[src/rtl/irqc_pkg.sv]
package irqc_pkg;
  localparam int REG_W = 32;
  localparam int EVT_W = 8;
  localparam int GIE_BIT = 31;
  localparam int POL_LSB = 3;
  // source flags: data ready, status valid, locality changed, command ready
  localparam logic [REG_W-1:0] SRC_MASK  = 32'h0000_0087;
  // global enable, polarity field and source flags
  localparam logic [REG_W-1:0] KEEP_MASK = 32'h8000_009F;
  localparam logic [REG_W-1:0] EN_RESET  = 32'h0000_0008;

  typedef enum logic [1:0] {
    SEL_ENABLE = 2'd0,
    SEL_VECTOR = 2'd1,
    SEL_STATUS = 2'd2,
    SEL_NONE   = 2'd3
  } reg_sel_e;

  function automatic logic [REG_W-1:0] lane_mask(input logic [REG_W/8-1:0] be);
    logic [REG_W-1:0] m;
    for (int i = 0; i < REG_W / 8; i++) m[i*8 +: 8] = {8{be[i]}};
    return m;
  endfunction
endpackage

[src/rtl/irqc_slot.sv]
module irqc_slot
  import irqc_pkg::*;
(
  input  logic             clk,
  input  logic             rst,
  input  logic             ev_hit,
  input  logic [EVT_W-1:0] ev_bits,
  input  logic             en_wr,
  input  logic             st_wr,
  input  logic [REG_W-1:0] wmask,
  input  logic [REG_W-1:0] wdata,
  output logic [REG_W-1:0] en_q,
  output logic [REG_W-1:0] st_q,
  output logic [REG_W-1:0] en_nx,
  output logic             latched,
  output logic             st_nx_zero
);
  logic [REG_W-1:0] set_bits;
  logic [REG_W-1:0] clr_bits;
  logic [REG_W-1:0] st_nx;

  always_comb begin
    set_bits = '0;
    if (ev_hit && en_q[GIE_BIT])
      set_bits = {{(REG_W-EVT_W){1'b0}}, ev_bits} & en_q & SRC_MASK;
    latched  = |set_bits;
    clr_bits = st_wr ? (wdata & wmask & SRC_MASK) : '0;
    st_nx    = (st_q & ~clr_bits) | set_bits;
    st_nx_zero = (st_nx == '0);
    en_nx    = en_wr ? ((en_q & ~wmask) | (wdata & wmask & KEEP_MASK)) : en_q;
  end

  always_ff @(posedge clk) begin
    if (rst) begin
      en_q <= EN_RESET;
      st_q <= '0;
    end else begin
      en_q <= en_nx;
      st_q <= st_nx;
    end
  end
endmodule

[src/rtl/irqc_regport.sv]
module irqc_regport
  import irqc_pkg::*;
#(
  parameter int NUM_LOC = 5,
  parameter int LOC_W   = 3,
  parameter int VEC_NUM = 10
) (
  input  logic                          clk,
  input  logic                          rst,
  input  logic                          reg_rd,
  input  logic                          reg_wr,
  input  logic [LOC_W-1:0]              reg_loc,
  input  logic [1:0]                    reg_sel,
  input  logic [REG_W/8-1:0]            reg_be,
  input  logic [LOC_W-1:0]              active_loc,
  input  logic [NUM_LOC-1:0][REG_W-1:0] en_all,
  input  logic [NUM_LOC-1:0][REG_W-1:0] st_all,
  output logic [NUM_LOC-1:0]            en_wr_vec,
  output logic [NUM_LOC-1:0]            st_wr_vec,
  output logic [REG_W-1:0]              wmask,
  output logic [REG_W-1:0]              rdata,
  output logic                          rvalid
);
  localparam logic [LOC_W:0] LOC_LIM = (LOC_W+1)'(NUM_LOC);

  logic act_ok, loc_ok, wr_ok;
  logic [REG_W-1:0] rd_word;

  assign act_ok = ({1'b0, active_loc} < LOC_LIM);
  assign loc_ok = ({1'b0, reg_loc} < LOC_LIM);
  assign wr_ok  = reg_wr && act_ok && (reg_loc == active_loc);
  assign wmask  = lane_mask(reg_be);

  for (genvar i = 0; i < NUM_LOC; i++) begin : g_dec
    assign en_wr_vec[i] = wr_ok && (reg_sel == SEL_ENABLE) && (reg_loc == LOC_W'(i));
    assign st_wr_vec[i] = wr_ok && (reg_sel == SEL_STATUS) && (reg_loc == LOC_W'(i));
  end

  always_comb begin
    rd_word = '0;
    if (loc_ok) begin
      case (reg_sel)
        SEL_ENABLE: rd_word = en_all[reg_loc];
        SEL_VECTOR: rd_word = REG_W'(VEC_NUM);
        SEL_STATUS: rd_word = st_all[reg_loc];
        default:    rd_word = '0;
      endcase
    end
  end

  always_ff @(posedge clk) begin
    if (rst) begin
      rdata  <= '0;
      rvalid <= 1'b0;
    end else begin
      rvalid <= reg_rd;
      if (reg_rd) rdata <= rd_word;
    end
  end
endmodule

[src/rtl/irqc_line.sv]
module irqc_line (
  input  logic clk,
  input  logic rst,
  input  logic any_latch,
  input  logic drop,
  input  logic pol_low,
  output logic lvl_q,
  output logic pin_q
);
  logic lvl_nx;

  always_comb begin
    lvl_nx = lvl_q;
    if (any_latch)  lvl_nx = 1'b1;
    else if (drop)  lvl_nx = 1'b0;
  end

  always_ff @(posedge clk) begin
    if (rst) begin
      lvl_q <= 1'b0;
      pin_q <= 1'b1;
    end else begin
      lvl_q <= lvl_nx;
      pin_q <= pol_low ? ~lvl_nx : lvl_nx;
    end
  end
endmodule

[src/rtl/loc_irq_ctrl.sv]
module loc_irq_ctrl
  import irqc_pkg::*;
#(
  parameter int NUM_LOC = 5,
  parameter int LOC_W   = $clog2(NUM_LOC),
  parameter int VEC_NUM = 10
) (
  input  logic             clk,
  input  logic             rst,
  input  logic             evt_valid,
  input  logic [LOC_W-1:0] evt_loc,
  input  logic [EVT_W-1:0] evt_bits,
  input  logic [LOC_W-1:0] active_loc,
  input  logic             reg_rd,
  input  logic             reg_wr,
  input  logic [LOC_W-1:0] reg_loc,
  input  logic [1:0]       reg_sel,
  input  logic [3:0]       reg_be,
  input  logic [31:0]      reg_wdata,
  output logic [31:0]      reg_rdata,
  output logic             reg_rvalid,
  output logic             irq_pin
);
  localparam logic [LOC_W:0] LOC_LIM = (LOC_W+1)'(NUM_LOC);

  logic [NUM_LOC-1:0][REG_W-1:0] en_all, st_all, en_nx_all;
  logic [NUM_LOC-1:0] en_wr_vec, st_wr_vec, latch_vec, zero_vec;
  logic [REG_W-1:0]   wmask;
  logic ev_ok, act_ok, any_latch, drop, pol_low, lvl_q;

  assign ev_ok  = evt_valid && ({1'b0, evt_loc} < LOC_LIM);
  assign act_ok = ({1'b0, active_loc} < LOC_LIM);

  irqc_regport #(.NUM_LOC(NUM_LOC), .LOC_W(LOC_W), .VEC_NUM(VEC_NUM)) u_port (
    .clk(clk), .rst(rst), .reg_rd(reg_rd), .reg_wr(reg_wr), .reg_loc(reg_loc),
    .reg_sel(reg_sel), .reg_be(reg_be), .active_loc(active_loc),
    .en_all(en_all), .st_all(st_all), .en_wr_vec(en_wr_vec), .st_wr_vec(st_wr_vec),
    .wmask(wmask), .rdata(reg_rdata), .rvalid(reg_rvalid)
  );

  for (genvar i = 0; i < NUM_LOC; i++) begin : g_slot
    irqc_slot u_slot (
      .clk(clk), .rst(rst),
      .ev_hit(ev_ok && (evt_loc == LOC_W'(i))), .ev_bits(evt_bits),
      .en_wr(en_wr_vec[i]), .st_wr(st_wr_vec[i]), .wmask(wmask), .wdata(reg_wdata),
      .en_q(en_all[i]), .st_q(st_all[i]), .en_nx(en_nx_all[i]),
      .latched(latch_vec[i]), .st_nx_zero(zero_vec[i])
    );
  end

  assign any_latch = |latch_vec;
  assign drop      = |(st_wr_vec & zero_vec);
  assign pol_low   = act_ok ? en_nx_all[active_loc][POL_LSB] : 1'b1;

  irqc_line u_line (
    .clk(clk), .rst(rst), .any_latch(any_latch), .drop(drop),
    .pol_low(pol_low), .lvl_q(lvl_q), .pin_q(irq_pin)
  );
endmodule

[config.mk]
export PLATFORM = sky130hd
export DESIGN_NAME = loc_irq_ctrl
export DESIGN_NICKNAME = d
export VERILOG_FILES = /design/src/rtl/irqc_pkg.sv /design/src/rtl/irqc_slot.sv /design/src/rtl/irqc_regport.sv /design/src/rtl/irqc_line.sv /design/src/rtl/loc_irq_ctrl.sv
export SDC_FILE = /design/constraint.sdc
export NUM_CORES = 1
export LEC_CHECK = 0
export BUFFER_PORTS_ARGS = -buffer_cell sky130_fd_sc_hd__buf_2
export CAP_MARGIN = 0
export CORE_MARGIN = 3
export CORE_UTILIZATION = 58
export DETAILED_ROUTE_END_ITERATION = 16
export PLACE_DENSITY = 0.88
export SKIP_CTS_REPAIR_TIMING = 1
export SYNTH_ARGS = -nofsm -noshare
export SYNTH_HDL_FRONTEND = slang
export SYNTH_SLANG_ARGS = --single-unit
[constraint.sdc]
create_clock -name clk -period 3.6 [get_ports clk]
set_input_delay 0.54 -clock clk [delete_from_list [all_inputs] [get_ports clk]]
set_output_delay 0.54 -clock clk [all_outputs]
set_load 0.02 [all_outputs]
==> impl_results.md, run 1 <==
- H-tree level count: 1
- Yosys warns: 0
- Uppermost layer routed: met4
- Pre-antenna DRT Iters: 6
- Setup violations, final: 0
- Critical path's top delay family: compound AO/OA/AOI/OAI gates
- Clock sink count: 215
- Register area share after synthesis: 0.497
- Hold EP: u_port.rdata[1]
- Slew Viols, Final: 0
- Multiplexer share of the synthesized area: 0.134
- Rel. slew slack: 0.466
- Worst endpoint data arrival time: approximately 2800 ps
- Avg Cell Area, Syn: between 10 and 15 sq um
- RSZ-0062 raised after global routing: false
- VDD IR max: around 320 uV
- Min-delay src: reg_rd
- HP Class: in -> reg
- WL met2: between 10,000 and 15,000 microns
- Worst r2r path cells: 7
- Post-synth EDFFs: 0
- Path type of the worst setup path: in -> reg
- Top post-synthesis cells by area: dfxtp_1 (50%), mux4_2 (9.4%), and2_1 (8.6%), mux2i_1 (4.0%), a22oi_1 (3.8%)
- PortBufs: between 60 and 70
- DR WL met3: 1760 microns
- Share of layout cells above drive strength 1: 0.184
- Die Ht: 128 microns
- Buf/Inv on CP: 2
- WP data required: approximately 4000 ps
- Crit path max fanout: 31
- DR DRC count: 0
- Final WS setup: ~1100 ps
- Simple-gate share of the synthesized area: 0.201
- Core area: 14,600 sq um
- Unique masters post-synth: 60
- Post-Synth Adder-Cell Area: 0
- Largest net degree at the start of global routing: 78
- Starting Density: 0.593
- Hold Crit Depth: 3
- Largest family of logic cells by synthesized area: simple AND/OR/NAND/NOR gates
- Final Hold Fails: 0
- Async set-reset flop share out of synthesis: 0
- Count leader, synth: dfxtp_1
- Area leader, netlist: dfxtp_1
- Worst skew pair latency: 490 ps
- WL/cell: approximately 20 microns
- Ys flop type: dfxtp_1
- Fin crit share: 0.686
- Top-area cell type share of the netlist area: 0.497
- Least-Margin Pin Slew: 801 ps
- Crit. End Element: flip-flop
- Row cnt: between 40 and 50
- DR iter-0 viols: 602
- Post-Synth XOR/XNOR Area: 0.00188
- Half-perimeter wire length after placement: 13,800 microns
- Net count reported at finish: 948
- Crit-path max cell delay: 520 ps
- Leakage power: between 3 and 4 nW
- Crit-path cells: buf_2, buf_4, nor4b_1, nand4_1, a2111oi_0, a311oi_1, a21oi_1, or4_1, nand3_1
- CTS tree: done
- Sum Neg Setup Slack: 0 ps
- Synth-to-Final Area Change: 14.5%
- Reg clk slew, reported paths: approximately 60 ps
- Dpl ws: between 700 and 800 ps
- Max Cap Viol: 0
- Pwr/cell area: slightly below 500 nW/um^2
- Post-synthesis register bit count: between 200 and 250
- First-pass GRT wire length: around 35,000 microns
- Num CTS Buffers: 22
- Die width: 128 microns
- R2R Path End: u_line.pin_q
- Reg2Reg Setup Slack: ~1400 ps
- Syn Nets: approximately 900
- Fmax: 0.405 GHz
- Placed cell count: between 1k and 1.5k
- Routed Antenna Nets: 0
- Global Route Usage Sum: 0.264
- Top cells by instance count after synthesis: dfxtp_1 (215), and2_1 (119), nor2_1 (85)
- Vias post-DR: 6,811
- DRT Wirelength: ~22,000 microns
- Layout Cells excl Fill: 1,087
- GPL Wtd Cong: between 0.8 and 0.9
- Vias in the first global route: between 6k and 7k
- Die area: 16,400 sq um
- Remaining Overflow, GRT: 0
- Clock Skew: 7.05 ps
- Slowest CP cell: a2111oi_0
- Synth Cell Area: 8650 sq um
- CP startpoint kind: input port
- Clock Path Buffers: 3
- Metal-1 WL: between 8000 and 9000 microns
- Initial antenna violation count: 1
- Compound-gate portion of the synthesized area: 0.139
- Status: finished, final reports clean
- Root buf cell: clkbuf_16
- Vias per inst: ~6.3
- Mapped Cells: 830
- Top Ports: 94
- Final min period: 2470 ps
-- metal layers --
| layer | up-vias | track usage |
|---|---|---|
| li1 | 3125 | - |
| met2 | 347 | 0.435 |
| met4 | 0 | 0.0905 |
| met3 | 70 | 0.0504 |
| met1 | 3269 | 0.349 |
| met5 | - | 0 |
-- per-stage QoR --
stage / utilization / power, mW / instance area, sq um / hold slack (ps)
after floorplan: - / 2.58 / 8650 / 424
after global placement: 0.628 / 2.66 / 9160 / 437
after detailed placement: 0.628 / 2.66 / 9160 / 440
after CTS: 0.679 / 4.94 / 9900 / 306
after global routing: 0.679 / 5.06 / 9900 / 332
final: 0.679 / 4.93 / 9910 / 318
-- cells by family (layout without fill, tap and decap cells) --
group / after synthesis / count (layout)
xor gates and xnor gates: 1 / 1
other: 0 / 1
and+or+nand+nor: 318 / 318
buffers and inverters: 59 / 131
muxes: 71 / 71
AOI/OAI and AO/OA: 166 / 166
DFF: 215 / 215
-- cell usage in the layout, fill, tap and decap left out, drive strengths merged, types with 7 or more instances in the layout --
cell type  instances
nand2             31
mux2i             35
o21ai             20
inv               11
nor3b              7
nand4              8
dfxtp            215
nand2b             8
a2bb2oi           29
mux4              36
nand3             30
buf               81
a22oi             44
a31oi             20
clkbuf            30
nor2              86
a21oi             27
and2             120
-- how the worst max path moves through the flow --
stage | from | endpoint | slack (ps) | depth (start not counted)
after floorplan | reg_loc[1] | u_line.pin_q | 880 | 8
after global placement | reg_loc[1] | u_line.pin_q | 810 | 9
after detailed placement | reg_loc[2] | u_line.pin_q | 780 | 8
after CTS | evt_loc[0] | u_line.pin_q | 1240 | 8
after global routing | reg_loc[1] | u_line.pin_q | 1070 | 9
final | reg_loc[1] | u_line.pin_q | 1130 | 9
-- worst reg2reg max path, cell delays in order, from the launching register on --
cell	delay, ps
dfxtp_1	410
a22oi_1	90
a211oi_1	440
nor4_1	130
a311oi_1	260
a21oi_1	180
or4_1	540
nand3_1	90
-- where the power goes --
part | internal, mW | total [mW] | switching, mW
combinational | 0.0645 | 0.231 | 0.167
clock | 1.41 | 2.31 | 0.906
sequential | 2.38 | 2.38 | 0.000780
-- area by class of cell --
cell class / instances / area [sq um]
Tap cell: 184 / 230
Inverter: 12 / 45.0
Antenna cell: 1 / 2.50
Sequential cell: 215 / 4300
Clock inverter: 8 / 95.1
Timing Repair Buffer: 81 / 450
Clock buffer: 30 / 652
Multi-Input combinational cell: 556 / 4130
Fill cell: 1036 / 4680
(Power assumes the default switching activity.)
==> run 2, diff against run 1 <==
==> constraint.sdc (replaced) <==
create_clock -name clk -period 2.3 [get_ports clk]
set_input_delay 0.345 -clock clk [delete_from_list [all_inputs] [get_ports clk]]
set_output_delay 0.345 -clock clk [all_outputs]
set_load 0.02 [all_outputs]
==> impl_results.md, run 2 (same netlist as run 1, synthesis figures left out) <==
- Final Hold Fails: 0
- Fin Hold WS: ~110 ps
- Placed cell count: ~1.1k
- Slowest CP cell: or4_1
- VDD IR max: slightly above 500 uV
- Vias post-DR: between 7k and 8k
- Clock Skew: between 7 and 8 ps
- RSZ-0062 raised after global routing: false
- Final min period: 2160 ps
- Root buf cell: clkbuf_16
- Synth-to-Final Area Change: 20.1%
- Crit path top cell by count: buf_4
- H-tree level count: 1
- Initial antenna violation count: 1
- DRT Wirelength: between 20,000 and 25,000 microns
- Fmax: around 0.46 GHz
- Share of layout cells above drive strength 1: 0.238
- Row cnt: 44
- Pwr/cell area: around 750 nW/um^2
- Status: finished, final reports clean
- Clock sink count: around 220
- First-pass GRT wire length: 37,200 microns
- Ant diodes: 0
- Crit-path max cell delay: between 500 and 600 ps
- Core area: about 15,000 sq um
- Clock Path Buffers: 3
- Routed Antenna Nets: 0
- Pre-antenna DRT Iters: 5
- PortBufs: between 60 and 70
- Starting Density: 0.593
- Max Cap Viol: 0
- Buf/Inv on CP: 2
- Crit path max fanout: 3
- Crit-path cells: a22oi_1, a2111oi_2, buf_4, o41ai_1, a31oi_1, a21oi_1, buf_4, or4_1, nand3_1
- Largest net degree at the start of global routing: between 50 and 60
- Worst skew pair latency: approximately 500 ps
- CP startpoint kind: flip-flop
- GPL Wtd Cong: ~0.95
- Least-Margin Pin Slew: ~740 ps
- Setup violations, final: 0
- DR iter-0 viols: 734
- Net count reported at finish: roughly 1.0k
- Die width: ~130 microns
- Reg clk slew, reported paths: roughly 60 ps
- # fillers: slightly below 1k
- Top Ports: 94
- CTS tree: done
- Layout Cells excl Fill: between 1k and 1.5k
- Die Ht: 128 microns
- Die area: around 16,000 sq um
- Half-perimeter wire length after placement: roughly 15,000 microns
- Most frequent cells in the layout: dfxtp_1 (214), and2_1 (119), nor2_1 (84), buf_4 (71), buf_2 (63)
- Vias in the first global route: just over 7k
- Num CTS Buffers: 22
- DR DRC count: 0
- Leakage power: about 4.0 nW
- Global Route Usage Sum: 0.280
- WL/cell: between 20 and 25 microns
- Crit. End Element: flip-flop
- HP Class: in -> reg
- Most common cell after layout, fill and taps aside: dfxtp_1
- Remaining Overflow, GRT: 0
- Vias per inst: between 6 and 7
- Slew Viols, Final: 0
- Fin crit share: 0.940
- Critical path's top delay family: compound AO/OA/AOI/OAI gates
- Rel. slew slack: 0.503
- WP data required: between 2000 and 3000 ps
- Worst endpoint data arrival time: between 2000 and 3000 ps
- Path type of the worst setup path: reg -> reg
-- run 2: worst paths after layout --
kind	to	startpoint	cells after the start	slack, ps
hold / removal	u_port.rdata[1]	reg_rd	3	110
setup reg to reg	u_line.pin_q	flip-flop	9	140
setup / recovery	u_line.pin_q	flip-flop	9	140
hold reg to reg	flip-flop	flip-flop	1	450
-- run 2: power by group --
part           internal, mW  switching [mW]
clock                  2.19            1.47
sequential             3.73         0.00128
combinational         0.148           0.280
-- run 2: layout make-up --
cell class / instances / area [sq um] / share of cell area
flip-flops and latches: 215 / 4310 / 0.414
multi-input cells: 556 / 4180 / 0.402
repair buffers: 136 / 888 / 0.0854
clock buffers: 30 / 642 / 0.0617
well taps: 184 / 230 / 0.0221
clock inverters: 9 / 106 / 0.0102
inverters: 12 / 45.0 / 0.00433
-- run 2: metrics by stage --
step / util / setup slack, ps / total power, mW / setup TNS [ps] / area, sq um
floorplan: - / 9.07 / 4.05 / 0 / 8700
global placement: 0.661 / -63.0 / 4.22 / -63.0 / 9640
detailed placement: 0.661 / -92.7 / 4.22 / -109 / 9640
CTS: 0.712 / 12.3 / 7.83 / 0 / 10400
global route: 0.713 / 1.16 / 8.00 / 0 / 10400
finish: 0.713 / 138 / 7.81 / 0 / 10400
-- run 2: worst register-to-register path, delay by kind of cell, from the launching register on --
| kind | cells | cell delay, ps |
|---|---|---|
| flops | 1 | 340 |
| buf+inv | 2 | 350 |
| compound gates | 5 | 800 |
| simple gates | 2 | 630 |
-- run 2: routing by layer --
| metal | part of all wire | global-route usage |
|---|---|---|
| met5 | 0.00052 | 0 |
| met4 | 0.031 | 0.0968 |
| met3 | 0.075 | 0.0517 |
| met2 | 0.49 | 0.475 |
| met1 | 0.40 | 0.360 |
==> run 3, diff against run 2 <==
==> constraint.sdc (replaced) <==
create_clock -name clk -period 2.2 [get_ports clk]
set_input_delay 0.33 -clock clk [delete_from_list [all_inputs] [get_ports clk]]
set_output_delay 0.33 -clock clk [all_outputs]
set_load 0.02 [all_outputs]
==> impl_results.md, run 3 (same netlist as run 1, synthesis figures left out) <==
- Vias per inst: 6.30
- Most frequent cells in the layout: dfxtp_1 (213), and2_1 (119), buf_4 (91), nor2_1 (84), buf_2 (63)
- WP data required: 2630 ps
- Placed Area: roughly 10000 sq um
- Crit path max fanout: 3
- DR DRC count: 0
- Leakage power: between 4 and 5 nW
- Final min period: around 2100 ps
- Clock Skew: roughly 16 ps
- H-tree level count: 1
- Pwr/cell area: approximately 740 nW/um^2
- DRT Wirelength: around 23,000 microns
- Path type of the worst setup path: reg -> reg
- Core area: 14,600 sq um
- HP Class: in -> reg
- WL/cell: roughly 20 microns
- Status: finished, final reports clean
- Synth-to-Final Area Change: 20.4%
- Most common cell after layout, fill and taps aside: dfxtp_1
- GPL Wtd Cong: about 0.93
- Row cnt: 44
- Slew Viols, Final: 0
- Clock sink count: 215
- Net count reported at finish: about 1k
- Worst skew pair latency: 510 ps
- Largest net degree at the start of global routing: 65
- Multi-input logic area: around 4200 sq um
- Half-perimeter wire length after placement: about 16,000 microns
- Root buf cell: clkbuf_16
- Fin crit share: 0.953
- Crit. End Element: flip-flop
- CP startpoint kind: flip-flop
- Die width: 128 microns
- Vias in the first global route: ~7.6k
- Die Ht: 128 microns
- Design area: 10,400 sq um
- Layout Utilization: 0.714
- Remaining Overflow, GRT: 0
- Layout Cells excl Fill: 1,155
- Fin Hold WS: 111 ps
- Reg area: roughly 4300 sq um
- Die area: around 16,000 sq um
- Setup violations, final: 0
- Least-Margin Pin Slew: between 600 and 700 ps
- Ant diodes: 0
- Worst endpoint data arrival time: about 2500 ps
- Routed Antenna Nets: 0
- Starting Density: 0.593
- Initial antenna violation count: 0
- PortBufs: 64
- DR iter-0 viols: 937
- Reg clk slew, reported paths: around 60 ps
- CTS tree: done
- Final Hold Fails: 0
- Clock Path Buffers: 3
- Max Cap Viol: 0
- # fillers: about 960
- Vias post-DR: 7,276
- Rel. slew slack: 0.536
- Num CTS Buffers: 22
- Global Route Usage Sum: 0.285
- Top Ports: 94
- Dpl ws: -164 ps
- Share of layout cells above drive strength 1: 0.249
- Fmax: approximately 0.48 GHz
- First-pass GRT wire length: about 38,000 microns
- VDD IR max: 566 uV
- Pre-antenna DRT Iters: 8
- Final WS setup: about 100 ps
- Placed cell count: 1,122
## run 3: changes by cell type in the layout (fill, tap and decap cells not counted), sizes merged
cell / before / now
clkbuf: 30 / 27
bufinv: 2 / 0
clkinvlp: 3 / 1
clkinv: 4 / 6
inv: 12 / 11
buf: 136 / 155
## run 3: final timing paths
path	slack, ps	depth (start not counted)	to	startpoint
setup reg to reg	100	9	u_line.pin_q	flip-flop
setup / recovery	100	9	u_line.pin_q	flip-flop
hold / removal	110	3	u_port.rdata[1]	reg_rd
hold reg to reg	450	1	flip-flop	flip-flop
## run 3: area by class of cell
cell class / instances / area share
Clock inverter: 6 / 0.00420
Timing Repair Buffer: 155 / 0.0978
Inverter: 12 / 0.00432
Tap cell: 184 / 0.0221
Sequential cell: 215 / 0.414
Clock buffer: 27 / 0.0566
Multi-Input combinational cell: 556 / 0.401
## run 3: report_power, final
part | switching [mW] | leakage, nW | internal (mW)
combinational | 0.298 | 2.01 | 0.168
clock | 1.47 | 0.312 | 1.89
sequential | 0.00176 | 1.73 | 3.90
total | 1.77 | 4.06 | 5.95
## run 3: through the flow
| stage | TNS [ps] | total power [mW] |
|---|---|---|
| after floorplan | -40.4 | 4.23 |
| after global placement | -515 | 4.42 |
| after detailed placement | -1300 | 4.43 |
| after CTS | 0 | 7.72 |
| after global routing | -19.3 | 7.93 |
| final | 0 | 7.71 |
## run 3: metal layers
metal,vias up,global-route usage,routed length (microns)
li1,3249,-,-
met1,3506,0.347,9020
met2,393,0.494,11200
met3,128,0.0488,1890
met4,0,0.127,1150
met5,-,0,0
## run 3: critical path, stage by stage, from the launching register on
cell	delay, ps
dfxtp_1	330
a22oi_1	100
a2111oi_2	350
buf_4	180
o41ai_1	80
a31oi_1	150
a21oi_1	90
buf_4	160
or4_1	510
nand3_1	70
